===== src/rtl/dbell_page_decoder.sv =====
module dbell_page_decoder #(
  parameter int PD_W        = 5,
  parameter int ADDR_W      = 12,
  parameter int SLOT_SHIFT  = 5,
  parameter int FIRST_SLOT  = 2,
  parameter int NUM_SLOTS   = 10
) (
  input  logic              clk,
  input  logic              rst_n,
  input  logic              wr_en,
  input  logic [ADDR_W-1:0] wr_addr,
  input  logic [31:0]       wr_data,
  input  logic [PD_W-1:0]   wr_pd,
  output logic              ev_valid,
  output logic [3:0]        ev_kind,
  output logic [PD_W-1:0]   ev_pd,
  output logic [10:0]       ev_qid,
  output logic [13:0]       ev_count,
  output logic [7:0]        ev_index,
  output logic              ev_rearm,
  output logic              ev_event,
  output logic              ev_inval,
  output logic              ev_hi,
  output logic [29:0]       ev_mbox_addr,
  output logic              err_valid,
  output logic [PD_W-1:0]   err_pd,
  output logic [9:0]        err_qid
);

  localparam int SIDX_W = ADDR_W - SLOT_SHIFT;
  localparam logic [SIDX_W-1:0] SLOT_LO = SIDX_W'(FIRST_SLOT);
  localparam logic [SIDX_W-1:0] SLOT_HI = SIDX_W'(FIRST_SLOT + NUM_SLOTS);

  localparam logic [3:0] K_RSQ  = 4'd0;
  localparam logic [3:0] K_WRB  = 4'd1;
  localparam logic [3:0] K_ETX  = 4'd2;
  localparam logic [3:0] K_RRQ  = 4'd3;
  localparam logic [3:0] K_PDU  = 4'd4;
  localparam logic [3:0] K_TPM  = 4'd5;
  localparam logic [3:0] K_ERX  = 4'd6;
  localparam logic [3:0] K_CQ   = 4'd7;
  localparam logic [3:0] K_MGT  = 4'd8;
  localparam logic [3:0] K_MBOX = 4'd9;

  logic [SIDX_W-1:0] slot_raw;
  logic              at_head, in_region, hit, cq_bad, take_ev, take_err;
  logic [3:0]        kind;

  assign slot_raw  = wr_addr[ADDR_W-1:SLOT_SHIFT];
  assign at_head   = wr_addr[SLOT_SHIFT-1:0] == '0;
  assign in_region = (slot_raw >= SLOT_LO) && (slot_raw < SLOT_HI);
  assign kind      = 4'(slot_raw - SLOT_LO);
  assign hit       = wr_en && at_head && in_region;
  assign cq_bad    = (wr_data[13:10] != 4'd0) || (wr_data[31:29] != 3'd0);
  assign take_err  = hit && (kind == K_CQ) && cq_bad;
  assign take_ev   = hit && !take_err;

  logic [10:0] n_qid;
  logic [13:0] n_count;
  logic [7:0]  n_index;
  logic        n_rearm, n_event, n_inval, n_hi;
  logic [29:0] n_mbox;

  always_comb begin
    n_qid   = 11'd0;
    n_count = 14'd0;
    n_index = 8'd0;
    n_rearm = 1'b0;
    n_event = 1'b0;
    n_inval = 1'b0;
    n_hi    = 1'b0;
    n_mbox  = 30'd0;
    unique case (kind)
      K_RSQ, K_ETX, K_MGT: begin
        n_qid   = wr_data[10:0];
        n_count = wr_data[29:16];
      end
      K_RRQ, K_ERX: begin
        n_qid   = {1'b0, wr_data[9:0]};
        n_inval = wr_data[23];
        n_count = {6'd0, wr_data[31:24]};
      end
      K_CQ: begin
        n_qid   = {1'b0, wr_data[9:0]};
        n_rearm = wr_data[14];
        n_event = wr_data[15];
        n_count = {1'b0, wr_data[28:16]};
      end
      K_WRB: begin
        n_qid   = {1'b0, wr_data[9:0]};
        n_index = wr_data[23:16];
        n_count = {6'd0, wr_data[31:24]};
      end
      K_PDU: begin
        n_qid   = {1'b0, wr_data[9:0]};
        n_rearm = wr_data[14];
        n_event = wr_data[15];
        n_count = wr_data[29:16];
      end
      K_TPM: begin
        n_qid   = {1'b0, wr_data[9:0]};
        n_count = {3'd0, wr_data[26:16]};
        n_index = {3'd0, wr_data[31:27]};
      end
      K_MBOX: begin
        n_hi    = wr_data[1];
        n_mbox  = wr_data[31:2];
      end
      default: ;
    endcase
  end

  always_ff @(posedge clk) begin
    if (!rst_n) begin
      ev_valid     <= 1'b0;
      ev_kind      <= '0;
      ev_pd        <= '0;
      ev_qid       <= '0;
      ev_count     <= '0;
      ev_index     <= '0;
      ev_rearm     <= 1'b0;
      ev_event     <= 1'b0;
      ev_inval     <= 1'b0;
      ev_hi        <= 1'b0;
      ev_mbox_addr <= '0;
      err_valid    <= 1'b0;
      err_pd       <= '0;
      err_qid      <= '0;
    end else begin
      ev_valid     <= take_ev;
      ev_kind      <= take_ev ? kind    : 4'd0;
      ev_pd        <= take_ev ? wr_pd   : '0;
      ev_qid       <= take_ev ? n_qid   : 11'd0;
      ev_count     <= take_ev ? n_count : 14'd0;
      ev_index     <= take_ev ? n_index : 8'd0;
      ev_rearm     <= take_ev && n_rearm;
      ev_event     <= take_ev && n_event;
      ev_inval     <= take_ev && n_inval;
      ev_hi        <= take_ev && n_hi;
      ev_mbox_addr <= take_ev ? n_mbox  : 30'd0;
      err_valid    <= take_err;
      err_pd       <= take_err ? wr_pd : '0;
      err_qid      <= take_err ? wr_data[9:0] : 10'd0;
    end
  end

  a_r12_exclusive: assert property (@(posedge clk) disable iff (!rst_n)
    !(ev_valid && err_valid));

  a_r12_idle_zero: assert property (@(posedge clk) disable iff (!rst_n)
    !ev_valid |-> (ev_qid == 11'd0 && ev_count == 14'd0 && ev_index == 8'd0 &&
                   ev_mbox_addr == 30'd0 && !ev_rearm && !ev_event && !ev_inval && !ev_hi));

  a_r3_needs_write: assert property (@(posedge clk) disable iff (!rst_n)
    (ev_valid || err_valid) |-> $past(wr_en));

  a_r11_pd_tag: assert property (@(posedge clk) disable iff (!rst_n)
    ev_valid |-> ev_pd == $past(wr_pd));

  a_r6_clean_reserved: assert property (@(posedge clk) disable iff (!rst_n)
    (ev_valid && ev_kind == K_CQ) |-> ($past(wr_data[13:10]) == 4'd0 && $past(wr_data[31:29]) == 3'd0));

  a_r7_err_from_cq: assert property (@(posedge clk) disable iff (!rst_n)
    err_valid |-> ($past(wr_addr) == ADDR_W'((FIRST_SLOT + 7) << SLOT_SHIFT) && err_pd == $past(wr_pd)));

endmodule


===== config.mk =====
export PLATFORM = sky130hd
export DESIGN_NAME = dbell_page_decoder
export DESIGN_NICKNAME = d
export VERILOG_FILES = /design/src/rtl/dbell_page_decoder.sv
export SDC_FILE = /design/constraint.sdc
export NUM_CORES = 1
export LEC_CHECK = 0
export BUFFER_PORTS_ARGS = -buffer_cell sky130_fd_sc_hd__buf_2
export CORE_UTILIZATION = 45
export DETAILED_ROUTE_END_ITERATION = 8
export PLACE_DENSITY_LB_ADDON = 0.25
export SETUP_SLACK_MARGIN = 0.02
export SYNTH_ARGS = -nofsm -noshare
export SYNTH_HDL_FRONTEND = slang
export SYNTH_SLANG_ARGS = --single-unit

===== constraint.sdc =====
create_clock -name clk -period 2.57 [get_ports clk]
set_input_delay 0.3855 -clock clk [delete_from_list [all_inputs] [get_ports clk]]
set_output_delay 0.3855 -clock clk [all_outputs]
set_load 0.01 [all_outputs]

==> out/qor.yml <==
syn_area_sq_mm: 0.00295
h-tree-depth: 3
crit_fanout: 48
syn_to_final_growth_pct: 35.6
final.setup.tns_ns: 0
die_h_microns: 83.0
path_cells: "buf_2, inv_1, ha_1, nor2_1, and3_1, a221oi_4, buf_12, o2111a_1"
drive_above_1_share_pct: 41.7
setup_ws_ns: 0.739
setup_viol: 0
maxCapViolations: 0
synth-simple-area-share_pct: 23.1
endpoint_kind: "register"
clk_path_buf_depth: 2
die-area_sq_mm: 0.00689
synthAdderAreaFrac_pct: 0.763
initial_core_util_pct: 46.5
root_buffer: "clkbuf_8"
clock_power_share_pct: 39.5
syn_inst: 270
drt-initial-drc-count: 146
cts_buffers: 9
swShare_pct: 22.8
status: "complete, no violations"
synth_edf_count: 0
ir_worst_vdd_uv: 428
hold_class: "input port to register"
synth.top_cells.by_count: "dfxtp_1 (93), and3_1 (38), and2_1 (24), nor3_1 (23), inv_1 (13)"
crit_path_start_kind: "input port"
p_int_mw: 2.06
final_nets: 470
cpLargestDelayFamily: "compound AO/OA/AOI/OAI gates"
worstMarginPinSlew_ns: 0.613
cpMaxStageDelayCell: "ha_1"
drt-pass1-iter-count: 4
max_stage_delay_ns: 0.42
design_power_total_mw: 2.67
num_antenna_cells: 0
hold_buffers: 0
fin_crit_ns: 1.83
synth_xor_area_share_pct: 1.14
chipWidth_microns: 83.0
period_share_pct: 71.3
fill_cells: 522
cts_setup_buffers: 0
synth.ff_latch_count: 93
crit_path_start: "wr_addr[6]"
worst-path-buf-inv: 3
yosysMostFrequentCell: "dfxtp_1"
path_class: "input port to register"
antenna_found_initial: 0
tritoncts: "yes"
powerDensity_mw_per_mm2: 668
final_max_slew_viol_count: 0
drcViolationCount: 0
synthFlopType: "dfxtp_1"
clkTransAtPathRegs_ns: 0.09
whs_ns: 0.234
cp_data_arrival_time_ns: 2.12
io_pins: 145
yosysUniqueCellTypes: 31
p_comb_share_pct: 6.6
fp-row-count: 29
rsz0062_at_grt: "no"
vias_per_cell: 4.90
routabilityCongestion: 0.824
p_sw_mw: 0.610
syn_nets: 323
synth_top_area_cell: "dfxtp_1"
synth_area_leaders: "dfxtp_1 (63%), and3_1 (8.1%), and2_1 (5.1%)"
seq_area_frac_synth_pct: 63.1
clock_sinks: 93
max_freq_mhz: 546
grt_max_degree: 49
postRouteWirelength_microns: 7100
min-delay-start: "wr_pd[0]"
p_leak_nw: 2.13
grt_util_all_layers_pct: 20.8
hold_violations: 0
synthMuxAreaShare_pct: 0
worstPathRequired_ns: 2.86
synth_compound_area_share_pct: 7.72
preCtsSetupSlack_ns: 0.378
synth_area_per_cell_sq_um: 10.9
grt_pass1_vias: 2267
wl_per_cell_microns: 14.2
antenna_left: 0
vias: 2446
dp_hpwl_microns: 5130
synth_top_cell_area_share_pct: 63.1
grt_pass1_wl_microns: 11100
power_frac_seq_pct: 53.9
portBuffers: 144
relSlewSlack_pct: 58.8
yosys_warnings: 0
grt_overflow: 0
cts_resized: 0
fp.coreArea_sq_mm: 0.00635
synth_top_family_by_area: "simple AND/OR/NAND/NOR gates"
async_flop_share_pct: 0
==> final timing paths <==
| kind | end | slack, ns | cells after the start |
|---|---|---|---|
| worst max-delay path | ev_qid[10] | 0.74 | 8 |
| worst min-delay path | err_pd[0] | 0.23 | 2 |
==> power groups by stage <==
| stage | clock network, mW | logic [mW] | registers (mW) |
|---|---|---|---|
| floorplan | 0 | 0.0890 | 1.47 |
| global placement | 0 | 0.172 | 1.47 |
| detailed placement | 0 | 0.175 | 1.47 |
| CTS | 1.08 | 0.176 | 1.44 |
| global route | 1.13 | 0.194 | 1.44 |
| finish | 1.05 | 0.178 | 1.44 |
==> layout make-up <==
cell class	instances	area [sq um]	area share [%]
Tap cell	77	96.3	2.41
Inverter	13	48.8	1.22
Clock buffer	9	124	3.10
Timing Repair Buffer	154	808	20.2
Sequential cell	93	1860	46.5
Multi-Input combinational cell	146	967	24.2
Clock inverter	7	95.1	2.38
==> cells in the final DEF, fill, tap and decap left out, types with 3 or more instances in the layout <==
cell type  instances
nor3_1            23
inv_1             13
and3_1            38
and4_1             3
a32oi_1            8
buf_2            144
nand3_1            5
a21o_1             3
a22oi_1            5
and2_1            24
nor2_1             5
nor2b_1            7
buf_4              9
clkbuf_8           9
dfxtp_1           93
nand2_1            3
==> registers in the layout, summed over array words and instances, names as in the netlist <==
register / cells
ev_valid: 1
ev_kind: 4
ev_inval: 1
ev_count: 14
ev_rearm: 1
ev_index: 8
err_pd: 5
ev_pd: 5
err_qid: 10
ev_event: 1
ev_qid: 11
ev_mbox_addr: 30
ev_hi: 1
err_valid: 1
==> routing by layer <==
| metal | up-vias | part of all wire, % | global-route usage, % |
|---|---|---|---|
| met5 | - | 0 | 0 |
| met4 | 0 | 1.5 | 9.40 |
| met3 | 8 | 6.7 | 5.86 |
| met2 | 110 | 47 | 32.8 |
| met1 | 1107 | 44 | 26.5 |
| li1 | 1221 | - | - |
==> cell families (layout without fill, tap and decap cells) <==
kind of cell | after synthesis | count (layout)
fa+ha+maj | 2 | 2
flops | 93 | 93
simple gates | 116 | 116
compound gates | 25 | 25
buf+inv | 31 | 183
xor+xnor | 3 | 3
==> metrics by stage <==
step	std cells	util [%]	cell area (sq um)
after floorplan	270	-	2950
after global placement	483	59.6	3780
after detailed placement	483	59.6	3780
after CTS	499	63.0	4000
after global routing	499	63.0	4000
final	499	63.0	4000
Note: power is estimated with default switching activity, not from simulation.
